==> src/rtl/rbs_pkg.sv <==
// Shared types and the signaling slot decode for the robbed-bit inserter.
// Assumes frame numbers 1..24; nibble bit 3 = A ... bit 0 = D.
package rbs_pkg;
    localparam int FRAME_W = 5;
    localparam int NIB_W   = 4;

    typedef logic [FRAME_W-1:0] frame_t;
    typedef logic [NIB_W-1:0]   nib_t;

    typedef struct packed {
        logic       hit;   // this frame carries a signaling bit
        logic [1:0] pos;   // 0=A 1=B 2=C 3=D
    } slot_t;

    // Decode which signaling bit (if any) a frame carries in the selected format.
    function automatic slot_t sig_slot(input frame_t frame, input logic esf);
        slot_t s;
        s = '0;
        case (frame)
            frame_t'(6):  begin s.hit = 1'b1; s.pos = 2'd0; end
            frame_t'(12): begin s.hit = 1'b1; s.pos = 2'd1; end
            frame_t'(18): begin s.hit = esf;  s.pos = 2'd2; end
            frame_t'(24): begin s.hit = esf;  s.pos = 2'd3; end
            default:      s = '0;
        endcase
        return s;
    endfunction
endpackage

==> src/rtl/rbs_sig_mem.sv <==
// Transmit signaling store: one nibble per channel. The per-channel source flag
// picks the only write path that may change that channel (host or stream).
// Assumes write channel numbers >= NUM_CH are dropped.
module rbs_sig_mem
    import rbs_pkg::*;
#(
    parameter int NUM_CH = 24,
    localparam int CH_W  = $clog2(NUM_CH)
) (
    input  logic                    clk,
    input  logic                    rst_n,
    input  logic [NUM_CH-1:0]       host_src,
    input  logic                    hw_en,
    input  logic [CH_W-1:0]         hw_ch,
    input  nib_t                    hw_nib,
    input  logic                    cs_en,
    input  logic [CH_W-1:0]         cs_ch,
    input  nib_t                    cs_nib,
    output logic [NUM_CH*NIB_W-1:0] mem_flat
);
    for (genvar i = 0; i < NUM_CH; i++) begin : g_ch
        logic host_hit;
        logic strm_hit;
        nib_t mem_q;

        assign host_hit = hw_en && (hw_ch == CH_W'(i));
        assign strm_hit = cs_en && (cs_ch == CH_W'(i));

        // Update this channel's nibble from the path its source flag selects.
        always_ff @(posedge clk) begin
            if (!rst_n)
                mem_q <= '0;
            else if (host_src[i]) begin
                if (host_hit) mem_q <= hw_nib;
            end else if (strm_hit)
                mem_q <= cs_nib;
        end

        assign mem_flat[i*NIB_W +: NIB_W] = mem_q;

        // a host-sourced channel changes only on a host write
        p_host_only_r6: assert property (@(posedge clk) disable iff (!rst_n)
            (host_src[i] && !host_hit) |=> (mem_flat[i*NIB_W +: NIB_W] == $past(mem_flat[i*NIB_W +: NIB_W])));
        // a stream-sourced channel changes only on a stream update
        p_strm_only_r7: assert property (@(posedge clk) disable iff (!rst_n)
            (!host_src[i] && !strm_hit) |=> (mem_flat[i*NIB_W +: NIB_W] == $past(mem_flat[i*NIB_W +: NIB_W])));
    end
endmodule

==> src/rtl/rbs_mf_snap.sv <==
// Multiframe snapshot: copies the whole signaling store into an active set on the
// multiframe-start pulse and serves the active nibble of the addressed channel.
// Assumes mf_start is a single-cycle pulse; out-of-range channels read 0.
module rbs_mf_snap
    import rbs_pkg::*;
#(
    parameter int NUM_CH = 24,
    localparam int CH_W  = $clog2(NUM_CH)
) (
    input  logic                    clk,
    input  logic                    rst_n,
    input  logic                    mf_start,
    input  logic [NUM_CH*NIB_W-1:0] mem_flat,
    input  logic [CH_W-1:0]         rd_ch,
    output nib_t                    rd_nib
);
    logic [NUM_CH*NIB_W-1:0] act_q;

    // Capture all nibbles at the start of a multiframe.
    always_ff @(posedge clk) begin
        if (!rst_n)
            act_q <= '0;
        else if (mf_start)
            act_q <= mem_flat;
    end

    // Select the active nibble for the current channel.
    always_comb begin
        rd_nib = '0;
        for (int i = 0; i < NUM_CH; i++)
            if (rd_ch == CH_W'(i)) rd_nib = act_q[i*NIB_W +: NIB_W];
    end

    // the active set moves only at a multiframe start
    p_snap_hold_r9: assert property (@(posedge clk) disable iff (!rst_n)
        !mf_start |=> (act_q == $past(act_q)));
    // on a multiframe start the active set takes the pre-edge store
    p_snap_load_r9: assert property (@(posedge clk) disable iff (!rst_n)
        mf_start |=> (act_q == $past(mem_flat)));
endmodule

==> src/rtl/rbs_bit_robber.sv <==
// Output stage: replaces bit 0 of a valid byte with the selected signaling bit
// when enabled, in a signaling frame, and on a non-clear channel. One register stage.
module rbs_bit_robber
    import rbs_pkg::*;
#(
    parameter int NUM_CH = 24,
    localparam int CH_W  = $clog2(NUM_CH)
) (
    input  logic              clk,
    input  logic              rst_n,
    input  logic              rob_en,
    input  logic              esf_sel,
    input  logic              din_vld,
    input  frame_t            frame_no,
    input  logic [CH_W-1:0]   ch_no,
    input  logic [7:0]        din,
    input  logic [NUM_CH-1:0] clear_ch,
    input  nib_t              nib,
    output logic [7:0]        dout,
    output logic              dout_vld
);
    slot_t slot;
    logic  ch_clear;
    logic  rob;
    logic  sig_bit;

    // Decide whether this byte is robbed and which nibble bit it carries.
    always_comb begin
        slot     = sig_slot(frame_no, esf_sel);
        ch_clear = 1'b0;
        for (int i = 0; i < NUM_CH; i++)
            if (ch_no == CH_W'(i)) ch_clear = clear_ch[i];
        rob     = rob_en && slot.hit && !ch_clear;
        sig_bit = nib[2'd3 - slot.pos];
    end

    // Register the output byte and its valid flag.
    always_ff @(posedge clk) begin
        if (!rst_n) begin
            dout     <= '0;
            dout_vld <= 1'b0;
        end else begin
            dout_vld <= din_vld;
            if (din_vld)
                dout <= rob ? {din[7:1], sig_bit} : din;
        end
    end

    // disabled means pass-through
    p_dis_pass_r1: assert property (@(posedge clk) disable iff (!rst_n)
        (din_vld && !rob_en) |=> (dout == $past(din)));
    // upper seven bits never change
    p_upper_keep_r2: assert property (@(posedge clk) disable iff (!rst_n)
        din_vld |=> (dout[7:1] == $past(din[7:1])));
    // output valid trails input valid by one cycle
    p_vld_lat_r10: assert property (@(posedge clk) disable iff (!rst_n)
        1'b1 |=> (dout_vld == $past(din_vld)));
    // output held while no byte is valid
    p_hold_r10: assert property (@(posedge clk) disable iff (!rst_n)
        !din_vld |=> $stable(dout));
endmodule

==> src/rtl/rbs_inserter.sv <==
// Top of the T1 robbed-bit signaling inserter: signaling store, multiframe
// snapshot and bit-robbing output stage. Assumes frame_no/ch_no arrive with din.
module rbs_inserter
    import rbs_pkg::*;
#(
    parameter int NUM_CH = 24,
    localparam int CH_W  = $clog2(NUM_CH)
) (
    input  logic              clk,
    input  logic              rst_n,
    input  logic              rob_en,
    input  logic              esf_sel,
    input  logic              mf_start,
    input  logic              din_vld,
    input  logic [4:0]        frame_no,
    input  logic [CH_W-1:0]   ch_no,
    input  logic [7:0]        din,
    input  logic [NUM_CH-1:0] clear_ch,
    input  logic [NUM_CH-1:0] host_src,
    input  logic              hw_en,
    input  logic [CH_W-1:0]   hw_ch,
    input  logic [3:0]        hw_nib,
    input  logic              cs_en,
    input  logic [CH_W-1:0]   cs_ch,
    input  logic [3:0]        cs_nib,
    output logic [7:0]        dout,
    output logic              dout_vld
);
    logic [NUM_CH*NIB_W-1:0] mem_flat;
    nib_t                    act_nib;

    rbs_sig_mem #(.NUM_CH(NUM_CH)) u_mem (
        .clk(clk), .rst_n(rst_n), .host_src(host_src),
        .hw_en(hw_en), .hw_ch(hw_ch), .hw_nib(hw_nib),
        .cs_en(cs_en), .cs_ch(cs_ch), .cs_nib(cs_nib),
        .mem_flat(mem_flat)
    );

    rbs_mf_snap #(.NUM_CH(NUM_CH)) u_snap (
        .clk(clk), .rst_n(rst_n), .mf_start(mf_start),
        .mem_flat(mem_flat), .rd_ch(ch_no), .rd_nib(act_nib)
    );

    rbs_bit_robber #(.NUM_CH(NUM_CH)) u_rob (
        .clk(clk), .rst_n(rst_n), .rob_en(rob_en), .esf_sel(esf_sel),
        .din_vld(din_vld), .frame_no(frame_no), .ch_no(ch_no), .din(din),
        .clear_ch(clear_ch), .nib(act_nib), .dout(dout), .dout_vld(dout_vld)
    );
endmodule

==> config.mk <==
export PLATFORM = sky130hd
export DESIGN_NAME = rbs_inserter
export DESIGN_NICKNAME = d
export VERILOG_FILES = /design/src/rtl/rbs_pkg.sv /design/src/rtl/rbs_sig_mem.sv /design/src/rtl/rbs_mf_snap.sv /design/src/rtl/rbs_bit_robber.sv /design/src/rtl/rbs_inserter.sv
export SDC_FILE = /design/constraint.sdc
export NUM_CORES = 1
export LEC_CHECK = 0
export CAP_MARGIN = 20
export CORE_ASPECT_RATIO = 0.75
export CORE_UTILIZATION = 45
export DETAILED_ROUTE_END_ITERATION = 10
export DONT_BUFFER_PORTS = 1
export PLACE_DENSITY = 0.65
export SLEW_MARGIN = 20
export SYNTH_ARGS = -nofsm -noshare
export SYNTH_HDL_FRONTEND = slang
export SYNTH_HIERARCHICAL = 1
export SYNTH_SLANG_ARGS = --single-unit
==> constraint.sdc <==
create_clock -name clk -period 2.6 [get_ports clk]
set_clock_uncertainty 0.1 [all_clocks]
set_input_delay 0.52 -clock clk [delete_from_list [all_inputs] [get_ports clk]]
set_output_delay 0.52 -clock clk [all_outputs]
set_load 0.01 [all_outputs]
==> flow_summary.ini <==
[logic_synthesis]
async_flop_share_pct = 0
netlist_instances = 1201
yosysWarningCount = 6
ys_seq_area_share_pct = 35.2
post-synth-top-count-cell = nand2_1
synth_area_leader_cell = dfxtp_1
syn_nets = 1293
ys_types = 82
netlist_top_cells_count = nand2_1 (215), mux2i_1 (211), dfxtp_1 (201), nor2b_1 (104), mux2_2 (98)
avgSynthCellArea_um2 = 9.53
synth-edff-count = 0
ys.flop_type = dfxtp_1
synthesis.area_mm2 = 0.0114
yosys-top-cells-area = dfxtp_1 (35%), mux2i_1 (18%), mux2_2 (9.6%), nand2_1 (7.1%), nor2b_1 (5.7%)
ys_seq_elements = 201
synth_top_area_share_pct = 35.2

[global_route]
antenna_found_initial = 0
track_usage_pct = 24.8
grt_pass1_wl_um = 49100
grt_use_met3_pct = 6.08
grt_pass1_vias = 8022
globalRouteMet1Util_pct = 37.7
top_usage_layer = met1
gr-total-overflow = 0
grt_max_degree = 298
use_met2_pct = 34.8

[worst_hold_path]
hp-class = in2reg

[pwr]
ir_worst_vdd_mv = 0.400
p_leak_nw = 4.36
cellPowerDensity_mw_per_mm2 = 535
p_total_w = 0.00651

[placed_design]
post-dp-hpwl_um = 21100
place.gp.congestion = 0.876
port_buffers = 0

[sta]
slew_viol_final = 0
fin_setup_tns_ps = 0
hold_viol = 0
worst_pin_slew_ps = 872
post-route-period-util_pct = 92.3
clock.fmax_mhz = 417
fin_crit_ps = 2400
setup_violations = 0
rsz0062_at_grt = no
relSlewSlack_pct = 41.9

[clocking]
cts_resized = 0
cts_root_buffer = clkbuf_16
postCtsHoldBufs = 1
h-tree-depth = 1
clk_latency_ps = 500
cts_made_buffers = 21
tritoncts = done
clkSinkCount = 201
ctsLongestPathBuffers = 3
clk_pin_slew_worst_paths_ps = 60
cts_setup_buffers = 0

[worst_setup_path]
crit_path_max_incr_delay_ps = 460
cp.arrival_ps = 2690
crit_path_end_kind = flip-flop
cp-start-kind = flip-flop
cp_slowest_cell = mux4_2
setup.worst_path.class = reg2reg
cp_max_fo = 3
path_cells = mux4_2 -> nor2_1 -> a21oi_1 -> o21ai_1 -> nand3_1 -> a221o_1 -> mux4_2 -> mux2i_1 -> a21oi_1
worstPathRequired_ps = 2890

[job]
maxCapViolCount = 0

[floorplanning]
core-area_mm2 = 0.0250
rows = 50
fp.dieArea_mm2 = 0.0261
io_pins = 101
start_util_pct = 45.8
fp.dieW_um = 186
die_h_um = 140

[layout]
areaGrowthSynthToFinish_pct = 6.42
num-nets-final = 1236
num-fill-cells = 2377
num_antenna_cells = 0
drive_above_1_share_pct = 15.9

[routing]
vias_per_cell = 5.76
wl_um = 32600
first_iter_violations = 798
ant_nets = 0
drc = 0
dr.pass1.iters = 5
post_drt_wl_per_cell_um = 21.8
num_vias = 8604

[status]
status = finished clean
where the power goes:
group | internal (W) | total, W | switching (W)
clock network | 0.00165 | 0.00288 | 0.00123
registers | 0.00311 | 0.00313 | 0.0000211
logic | 0.000313 | 0.000500 | 0.000187
worst max-delay path: cells and delay by family, from the launching register on:
| kind | cells | cell delay, ps |
|---|---|---|
| compound gates | 4 | 580 |
| simple gates | 2 | 210 |
| flops | 1 | 330 |
| mux | 3 | 1050 |
state kept, by name, summed over array words and instances (netlist names):
register,flops
u_mem/g_ch.mem_q,96
u_snap/act_q,96
u_rob/dout_vld,1
u_rob/dout,8
per-layer routing:
metal	share of wire, %	vias to the layer above
li1	-	4137
met1	50	4181
met2	40	245
met3	7.4	41
met4	2.0	0
met5	0	-
per-stage QoR:
step | hold slack [ps] | area [um^2] | util [%] | cells | setup WS (ps)
3_5_place_dp | 349 | 11500 | 46.1 | 1458 | -136
6_report | 44.1 | 12200 | 48.8 | 1494 | 199
3_3_place_gp | 345 | 11500 | 46.1 | 1458 | -134
2_1_floorplan | 334 | 11500 | - | 1201 | -31.1
4_1_cts | 25.6 | 12200 | 48.8 | 1494 | 187
5_1_grt | 30.4 | 12200 | 48.8 | 1494 | 59.5
path summary, 6_finish.rpt:
kind / start / to / slack [ps] / depth (start not counted)
max: u_snap/act_q[45] / u_rob/dout[0] / 200 / 9
min: din_vld / u_rob/dout_vld / 40 / 1
max reg2reg: u_snap/act_q[45] / u_rob/dout[0] / 200 / 9
min reg2reg: u_mem/g_ch[7].mem_q[0] / u_mem/g_ch[7].mem_q[0] / 360 / 2
cell type report:
cell class | instances | area (um^2) | share of cell area, %
clock buffer | 31 | 623 | 5.12
clock inverter | 4 | 23.8 | 0.195
inverter | 11 | 41.3 | 0.339
multi-input combinational | 899 | 6960 | 57.2
sequential | 201 | 4020 | 33.0
tap | 338 | 423 | 3.47
timing repair buffer | 10 | 77.6 | 0.637
layout by cell type, fill, tap and decap left out, types with 6 or more instances in the layout:
master,instances
nand3b_1,14
clkbuf_16,21
nor2_1,28
o32ai_4,15
o21ai_0,22
mux2_2,98
inv_1,9
a211oi_1,7
buf_4,9
o22ai_1,6
or3_1,6
nand2b_1,9
a21oi_1,27
nor3_1,6
nand3_1,13
nand4b_1,6
nor3b_1,6
nor2b_1,104
dfxtp_1,201
clkbuf_8,6
nand2_1,215
nand4bb_1,7
mux2i_1,211
cells by family (layout without fill, tap and decap cells):
group	count (synthesis)	in the layout	synth area share, %
AOI/OAI and AO/OA	133	133	11.0
muxes	315	315	29.1
xor gates and xnor gates	2	2	0.153
and+or+nand+nor	449	449	20.5
buffers and inverters	101	56	4.04
DFF	201	201	35.2
Note: power is estimated with default switching activity, not from simulation.
